==> config.mk <==
export PLATFORM = sky130hd
export DESIGN_NAME = seq_unlock_detector
export DESIGN_NICKNAME = d
export VERILOG_FILES = /design/src/rtl/unlock_pkg.sv /design/src/rtl/unlock_addr_match.sv /design/src/rtl/unlock_step_fsm.sv /design/src/rtl/seq_unlock_detector.sv
export SDC_FILE = /design/constraint.sdc
export NUM_CORES = 1
export LEC_CHECK = 0
export BUFFER_PORTS_ARGS = -buffer_cell sky130_fd_sc_hd__buf_4
export CELL_PAD_IN_SITES_DETAIL_PLACEMENT = 0
export CELL_PAD_IN_SITES_GLOBAL_PLACEMENT = 1
export CORE_MARGIN = 8
export CORE_UTILIZATION = 28
export CTS_CLUSTER_DIAMETER = 30
export DETAILED_ROUTE_END_ITERATION = 12
export PLACE_DENSITY = 0.8
export RECOVER_POWER = 100
export SLEW_MARGIN = 20
export SYNTH_ARGS = -nofsm -noshare
export SYNTH_HDL_FRONTEND = slang
export SYNTH_SLANG_ARGS = --single-unit
==> constraint.sdc <==
create_clock -name clk -period 2.4 [get_ports clk]
set_clock_uncertainty 0.05 [all_clocks]
set_input_delay 0.36 -clock clk [delete_from_list [all_inputs] [get_ports clk]]
set_output_delay 0.36 -clock clk [all_outputs]
set_load 0.1 [all_outputs]
==> src/rtl/unlock_pkg.sv <==
package unlock_pkg;

  localparam int ADDR_W = 15;
  localparam int STEPS  = 6;
  localparam int PROG_W = $clog2(STEPS);
  localparam int LAST   = STEPS - 1;

  typedef logic [ADDR_W-1:0] addr_t;
  typedef logic [PROG_W-1:0] prog_t;

  // Address that must be read at chain position idx (0-based).
  function automatic addr_t step_addr(input int idx);
    addr_t a;
    case (idx)
      0:       a = addr_t'(15'h0E38);
      1:       a = addr_t'(15'h31C7);
      2:       a = addr_t'(15'h03E0);
      3:       a = addr_t'(15'h3C1F);
      4:       a = addr_t'(15'h303F);
      default: a = addr_t'(15'h0FC0);
    endcase
    return a;
  endfunction

  // Chain position after one cycle of input.
  function automatic prog_t after_access(input prog_t cur,
                                         input logic  valid,
                                         input logic  is_write,
                                         input logic  busy_in,
                                         input logic  hit_next,
                                         input logic  hit_first);
    prog_t n;
    if (busy_in)             n = '0;
    else if (!valid)         n = cur;
    else if (is_write)       n = '0;
    else if (hit_next)       n = (cur == prog_t'(LAST)) ? '0 : cur + prog_t'(1);
    else if (hit_first)      n = prog_t'(1);
    else                     n = '0;
    return n;
  endfunction

  // A read that finishes the whole chain.
  function automatic logic completes(input prog_t cur,
                                     input logic  valid,
                                     input logic  is_write,
                                     input logic  busy_in,
                                     input logic  hit_next);
    return valid && !is_write && !busy_in && hit_next && (cur == prog_t'(LAST));
  endfunction

endpackage

==> src/rtl/unlock_addr_match.sv <==
module unlock_addr_match
  import unlock_pkg::*;
(
  input  logic  [ADDR_W-1:0] addr,
  input  logic  [PROG_W-1:0] cur,
  output logic               hit_next,
  output logic               hit_first,
  output logic  [STEPS-1:0]  hit_vec
);

  // One comparator per chain position.
  for (genvar g = 0; g < STEPS; g++) begin : g_cmp
    assign hit_vec[g] = (addr == step_addr(g));
  end

  always_comb begin
    hit_next = 1'b0;
    for (int i = 0; i < STEPS; i++) begin
      if (cur == prog_t'(i)) hit_next = hit_vec[i];
    end
  end

  assign hit_first = hit_vec[0];

  // The chain addresses are all distinct, so at most one comparator fires.
  always_comb begin
    assert_distinct_steps_R3: assert ($onehot0(hit_vec))
      else $error("more than one chain address matched");
  end

endmodule

==> src/rtl/unlock_step_fsm.sv <==
module unlock_step_fsm
  import unlock_pkg::*;
(
  input  logic              clk,
  input  logic              rst,
  input  logic              acc_valid,
  input  logic              acc_write,
  input  logic              busy,
  input  logic              hit_next,
  input  logic              hit_first,
  output logic [PROG_W-1:0] progress,
  output logic              store_req,
  output logic              ev_advance,
  output logic              ev_complete,
  output logic              ev_abort
);

  prog_t prog_q, prog_d;
  logic  req_q;
  logic  ev_read;

  assign ev_read     = acc_valid && !acc_write && !busy;
  assign ev_complete = completes(prog_q, acc_valid, acc_write, busy, hit_next);
  assign ev_advance  = ev_read && hit_next && !ev_complete;
  assign ev_abort    = (acc_valid && !busy) && !ev_advance && !ev_complete;
  assign prog_d      = after_access(prog_q, acc_valid, acc_write, busy, hit_next, hit_first);

  always_ff @(posedge clk) begin
    if (rst) begin
      prog_q <= '0;
      req_q  <= 1'b0;
    end else begin
      prog_q <= prog_d;
      req_q  <= ev_complete;
    end
  end

  assign progress  = prog_q;
  assign store_req = req_q;

  assert_range_R2: assert property (@(posedge clk) disable iff (rst)
    prog_q <= prog_t'(LAST))
    else $error("progress beyond last step");

  assert_advance_R2: assert property (@(posedge clk) disable iff (rst)
    ev_advance |=> prog_q == $past(prog_q) + prog_t'(1))
    else $error("advance did not increment");

  assert_pulse_R3: assert property (@(posedge clk) disable iff (rst)
    store_req |=> !store_req)
    else $error("store request longer than one cycle");

  assert_req_cause_R3: assert property (@(posedge clk) disable iff (rst)
    $rose(store_req) |-> $past(acc_valid && !acc_write && !busy && prog_q == prog_t'(LAST)))
    else $error("store request without a final read");

  assert_req_clears_R3: assert property (@(posedge clk) disable iff (rst)
    store_req |-> prog_q == '0)
    else $error("progress not cleared with the request");

  assert_write_R4: assert property (@(posedge clk) disable iff (rst)
    (acc_valid && acc_write) |=> (prog_q == '0 && !store_req))
    else $error("write did not clear the chain");

  assert_restart_R6: assert property (@(posedge clk) disable iff (rst)
    (ev_abort && !acc_write && hit_first) |=> prog_q == prog_t'(1))
    else $error("restart read did not set step one");

  assert_busy_R7: assert property (@(posedge clk) disable iff (rst)
    busy |=> (prog_q == '0 && !store_req))
    else $error("busy cycle left chain state");

  assert_idle_R8: assert property (@(posedge clk) disable iff (rst)
    (!acc_valid && !busy) |=> $stable(prog_q))
    else $error("idle cycle changed progress");

endmodule

==> src/rtl/seq_unlock_detector.sv <==
module seq_unlock_detector
  import unlock_pkg::*;
(
  input  logic              clk,
  input  logic              rst,
  input  logic              acc_valid,
  input  logic              acc_write,
  input  logic [ADDR_W-1:0] acc_addr,
  input  logic              busy,
  output logic              store_req,
  output logic [PROG_W-1:0] progress
);

  logic             hit_next, hit_first;
  logic [STEPS-1:0] hit_vec;
  logic             ev_advance, ev_complete, ev_abort;

  unlock_addr_match u_match (
    .addr      (acc_addr),
    .cur       (progress),
    .hit_next  (hit_next),
    .hit_first (hit_first),
    .hit_vec   (hit_vec)
  );

  unlock_step_fsm u_fsm (
    .clk         (clk),
    .rst         (rst),
    .acc_valid   (acc_valid),
    .acc_write   (acc_write),
    .busy        (busy),
    .hit_next    (hit_next),
    .hit_first   (hit_first),
    .progress    (progress),
    .store_req   (store_req),
    .ev_advance  (ev_advance),
    .ev_complete (ev_complete),
    .ev_abort    (ev_abort)
  );

  // A completing access is never also counted as an advance or an abort.
  always_comb begin
    assert_event_excl_R3: assert ($onehot0({ev_advance, ev_complete, ev_abort}))
      else $error("access classified twice");
  end

  // Right after reset the chain is idle.
  assert_reset_R1: assert property (@(posedge clk)
    $past(rst) |-> (progress == '0 && !store_req))
    else $error("state not cleared by reset");

  // Any hit vector state is consistent with a single expected position.
  assert_hitvec_R2: assert property (@(posedge clk) disable iff (rst)
    (hit_next && !hit_first) |-> hit_vec != '0)
    else $error("next-step hit without comparator");

endmodule

## After elaboration in Yosys (flattened, before gate mapping)

Index checks and enable logic that the tools add are counted.

| word-level totals | value |
|---|---|
| bits of input ports | 20 |
| flip-flop bits (word level) | 4 |
| output and inout bits | 4 |

| operators by class | value |
|---|---|
| muxes and demuxes | 10 |
| reductions and logical operators | 8 |
| add/subtract/negate cells | 1 |
| equal/unequal tests | 11 |

Operator list:

| kind | number |
|---|---|
| 15-bit by 14-bit == test with 1-bit output, second input constant | 3 |
| 15-bit by 12-bit == test with 1-bit output, second input constant | 2 |
| 15-bit by 10-bit == test with 1-bit output, second input constant | 1 |
| 3-bit two-way mux | 3 |
| 1-bit two-way mux | 7 |
| 3-bit by 2-bit == test with 1-bit output, second input constant | 2 |
| 3-bit == test, second input constant | 2 |
| 1-bit logical AND | 4 |
| 3-bit by 1-bit adder with 3-bit output, second input constant | 1 |
| 3-bit by 1-bit == test with 1-bit output, second input constant | 1 |
| 3-bit zero test | 1 |
| 1-bit zero test | 2 |
| 2-bit OR reduction | 1 |

## Depth between registers and ports, before layout

| logic depth | value |
|---|---|
| word-level depth | 9 |
| depth in mapped cells | 8 |
| gate-level depth less buffers | 7 |

## Hierarchy

From an unflattened synthesis, not the netlist that was laid out.

| second synthesis, totals | value |
|---|---|
| cells, all modules | 64 |
| area, all modules | 486.7 um^2 |

Modules (own cells, without submodules):

| module | area an instance (um^2) | sequential area each (um^2) | cells an instance | times used |
|---|---|---|---|---|
| unlock_step_fsm | 254.0 | 80.1 | 27 | 1 |
| unlock_addr_match | 232.7 | 0.0 | 37 | 1 |

## Worst setup path after synthesis

No wires, ideal clock.

| timing | value |
|---|---|
| kind | register -> register |
| start point | reg u_fsm.prog_q[1] (netlist: u_fsm.progress[1]) |
| end point | reg u_fsm.prog_q[1] (netlist: u_fsm.progress[1]) |
| path buffers | 0 |
| setup slack | 0.050 ns |
| clock period less this slack | 2.350 ns |
| cell stages (with the launch flop) | 7 |
| arrival time | 2.240 ns |
| path through | dfxtp_1 nor2b_1 or3_1 o22ai_1 o31ai_1 a221oi_1 a21o_1 |

| on the way | value |
|---|---|
| cells in the longest elaborated chain, start to end | 9 |
| elaborated cells on any way between the ends | 16 |
| those cells by class | add/sub (1); eq/ne (5); mux (9); reduce/logical (1) |

Ends and longest elaborated chain:

| what | line | RTL |
|---|---|---|
| start, declared | unlock_step_fsm.sv:18 | `prog_t prog_q, prog_d;` |
| start signal, assigned | unlock_step_fsm.sv:33 | `prog_q <= prog_d;` |
| 3-bit zero test | unlock_addr_match.sv:19 | `if (cur == prog_t'(i)) hit_next = hit_vec[i];` |
| 1-bit two-way mux (6 in series) | unlock_addr_match.sv:19 |  |
| 3-bit two-way mux (*) | unlock_pkg.sv:36 | `else if (hit_next) n = (cur == prog_t'(LAST)) ? '0 : cur + prog_t'(1);` |
| 3-bit two-way mux (*) | unlock_pkg.sv:35 | `else if (is_write) n = '0;` |

Every way passes the cells marked *; elsewhere a longest branch is shown, timed or not.
A chain may end at the register's enable or synchronous reset.

## Final worst setup path

| timing | value |
|---|---|
| start point | reg u_fsm.prog_q[1] (netlist: u_fsm.progress[1]) |
| end point | out progress[1] |

RTL lines:

| what | line | RTL |
|---|---|---|
| end, declared | seq_unlock_detector.sv:11 | `output logic [PROG_W-1:0] progress` |

No word-level cell between the ends.

==> results.sh <==
export IMPL_fmaxAchievable_mhz=510
export IMPL_instances_no_fill=97
export IMPL_slowest_stage="clkbuf_1"
export IMPL_nets=104
export IMPL_clkSinkCount=4
export IMPL_postCtsSetupBuffers=0
export IMPL_ys_types=31
export IMPL_leakage_uw=0.000265
export IMPL_overflow=0
export IMPL_async_flop_share=0
export IMPL_cts_resized=0
export IMPL_synth_top_area_frac=0.186
export IMPL_synth_area_per_cell_um2=7.57
export IMPL_cts_hold_buffers=0
export IMPL_crit_family="buffers and inverters"
export IMPL_drv_cap=0
export IMPL_path_buf_inv=1
export IMPL_seqPwrFrac=0.354
export IMPL_numPlacedInstances=94
export IMPL_max_stage_delay_ns=0.89
export IMPL_dr_pass1_iters=4
export IMPL_die_h_um=55.3
export IMPL_ys_seq_area_frac=0.186
export IMPL_finalSetupViolCount=0
export IMPL_syn_cell_area_um2=432
export IMPL_synthCells=57
export IMPL_hold_violations=0
export IMPL_cp_startpoint="u_fsm.progress[1]$_SDFFE_PP0P_"
export IMPL_p_int_uw=148
export IMPL_dieArea_um2=3050
export IMPL_area_growth_pct=43.2
export IMPL_cp_required_ns=1.99
export IMPL_ys_warn_count=0
export IMPL_gp_congestion=0.882
export IMPL_grt_pass1_vias=550
export IMPL_vias_per_cell=5.60
export IMPL_grt_pass1_wl_um=2190
export IMPL_register_area_um2=80.1
export IMPL_ir_worst_vdd_mv=0.219
export IMPL_wire_per_inst_um=13.6
export IMPL_cp_cell_sequence="clkbuf_1"
export IMPL_clk_transition_reported_paths_ns=0.04
export IMPL_worstHoldPathType="input pin to flop"
export IMPL_drcViolationCount=0
export IMPL_synth_area_top_cells="dfxtp_1 (19%), o41ai_4 (6.4%), nand2_1 (6.1%)"
export IMPL_fin_crit_sh=0.817
export IMPL_place_port_buffers=23
export IMPL_hp_start="acc_addr[5]"
export IMPL_drv_slew=0
export IMPL_chipWidth_um=55.3
export IMPL_grt_max_degree=12
export IMPL_cts_tree="done"
export IMPL_power_density_nw_per_um2=305
export IMPL_drt_total_wl_um=1320
export IMPL_power_switching_uw=40.7
export IMPL_drive_above_1_share=0.346
export IMPL_critical_path_max_fanout=7
export IMPL_initial_utilization=0.293
export IMPL_via_count=543
export IMPL_critical_path_endpoint_type="output port"
export IMPL_relSlewSlack=0.226
export IMPL_reg2reg_from="u_fsm.progress[0]$_SDFFE_PP0P_"
export IMPL_gr_usage_all_layers=0.0796
export IMPL_synthTopCellsByCount="nand2_1 (7), dfxtp_1 (4), nand3_1 (4), nor3_1 (4)"
export IMPL_cts_max_level=1
export IMPL_finalPower_uw=189
export IMPL_ant_nets=0
export IMPL_fin_hold_ws_ns=0.415
export IMPL_worstMarginPinSlew_ns=1.17
export IMPL_tns_ns=0
export IMPL_cts_buffers=3
export IMPL_synth_most_common_cell="nand2_1"
export IMPL_multiInputGateArea_um2=329
export IMPL_dp_hpwl_um=1110
export IMPL_yosysTopAreaCell="dfxtp_1"
export IMPL_num_io_pins=24
export IMPL_p_comb_frac=0.211
export IMPL_antenna_found_initial=0
export IMPL_synthFlopType="dfxtp_1"
export IMPL_n_antenna_cell=0
export IMPL_switching_share=0.216
export IMPL_drt_iter0_drc=6
export IMPL_core_area_um2=1470
export IMPL_synth_edff_count=0
export IMPL_rsz0062_at_grt="no"
export IMPL_crit_type="flop to output port"
export IMPL_reg2reg_setup_slack_ns=0.46
export IMPL_cp_arrival_ns=1.55
export IMPL_fin_crit_ns=1.96
export IMPL_ctsRootBufferMaster="clkbuf_4"
export IMPL_yosys_register_bits=4
export IMPL_insertion_delay_ns=0.23
export IMPL_synth_nets=78
export IMPL_status="completed"
export IMPL_cts_buffer_depth=2
export IMPL_num_rows=14
export IMPL_start_kind="flop"
export IMPL_fillers=172
export IMPL_power_share_clock=0.434
-- per-stage QoR --
step / area [um2] / setup WS (ns) / util
after floorplan: 432 / 0.0500 / -
after global routing: 618 / 0.241 / 0.420
final: 618 / 0.440 / 0.420
after global placement: 616 / 0.287 / 0.418
after CTS: 638 / 0.519 / 0.434
after detailed placement: 616 / 0.278 / 0.418
-- flip-flops by register name, summed over array words and instances (netlist names) --
name,cells
u_fsm.progress,3
u_fsm.store_req,1
-- worst paths after layout --
path                            depth (start not counted)                        endpoint
worst max-delay path                                    1                     progress[1]
worst min-delay path                                    3      u_fsm.store_req$_SDFF_PP0_
worst max register to register                          6  u_fsm.progress[1]$_SDFFE_PP0P_
worst min register to register                          1  u_fsm.progress[2]$_SDFFE_PP0P_
-- per-layer routing --
layer,vias up,global-route usage,part of all wire
li1,270,-,-
met1,263,0.0856,0.44
met2,10,0.144,0.51
met3,0,0.0251,0.043
met4,0,0.0211,0
met5,-,0,0
-- cells by family after synthesis --
| kind of cell | synth area share |
|---|---|
| AOI/OAI and AO/OA | 0.206 |
| buffers and inverters | 0.0377 |
| and+or+nand+nor | 0.542 |
| DFF | 0.186 |
| adders and majority gates | 0.0290 |
-- layout by cell type, fill, tap and decap left out, types with 2 or more instances in the layout --
master / n
a21oi_1: 3
buf_4: 17
clkbuf_1: 3
clkbuf_4: 5
dfxtp_1: 4
inv_1: 2
nand2_1: 7
nand3_1: 4
nand4_1: 3
nor2_1: 3
nor2b_1: 2
nor3_1: 4
nor4_1: 2
nor4b_1: 3
or3_1: 2
-- layout make-up --
| class | instances | share of cell area |
|---|---|---|
| multi-input cells | 49 | 0.532 |
| inverters | 2 | 0.0121 |
| clock buffers | 3 | 0.0364 |
| repair buffers | 23 | 0.257 |
| flip-flops and latches | 4 | 0.130 |
| well taps | 16 | 0.0324 |
-- power by group through the flow --
stage,combinational [uW],sequential (uW),clock [uW]
2_1_floorplan,10.4,67.9,0
3_3_place_gp,39.5,67.9,0
5_1_grt,43.4,66.7,94.8
4_1_cts,40.5,66.8,86.6
6_report,39.9,66.9,81.9
3_5_place_dp,40.4,67.9,0
Power figures use the tool's default switching activity.
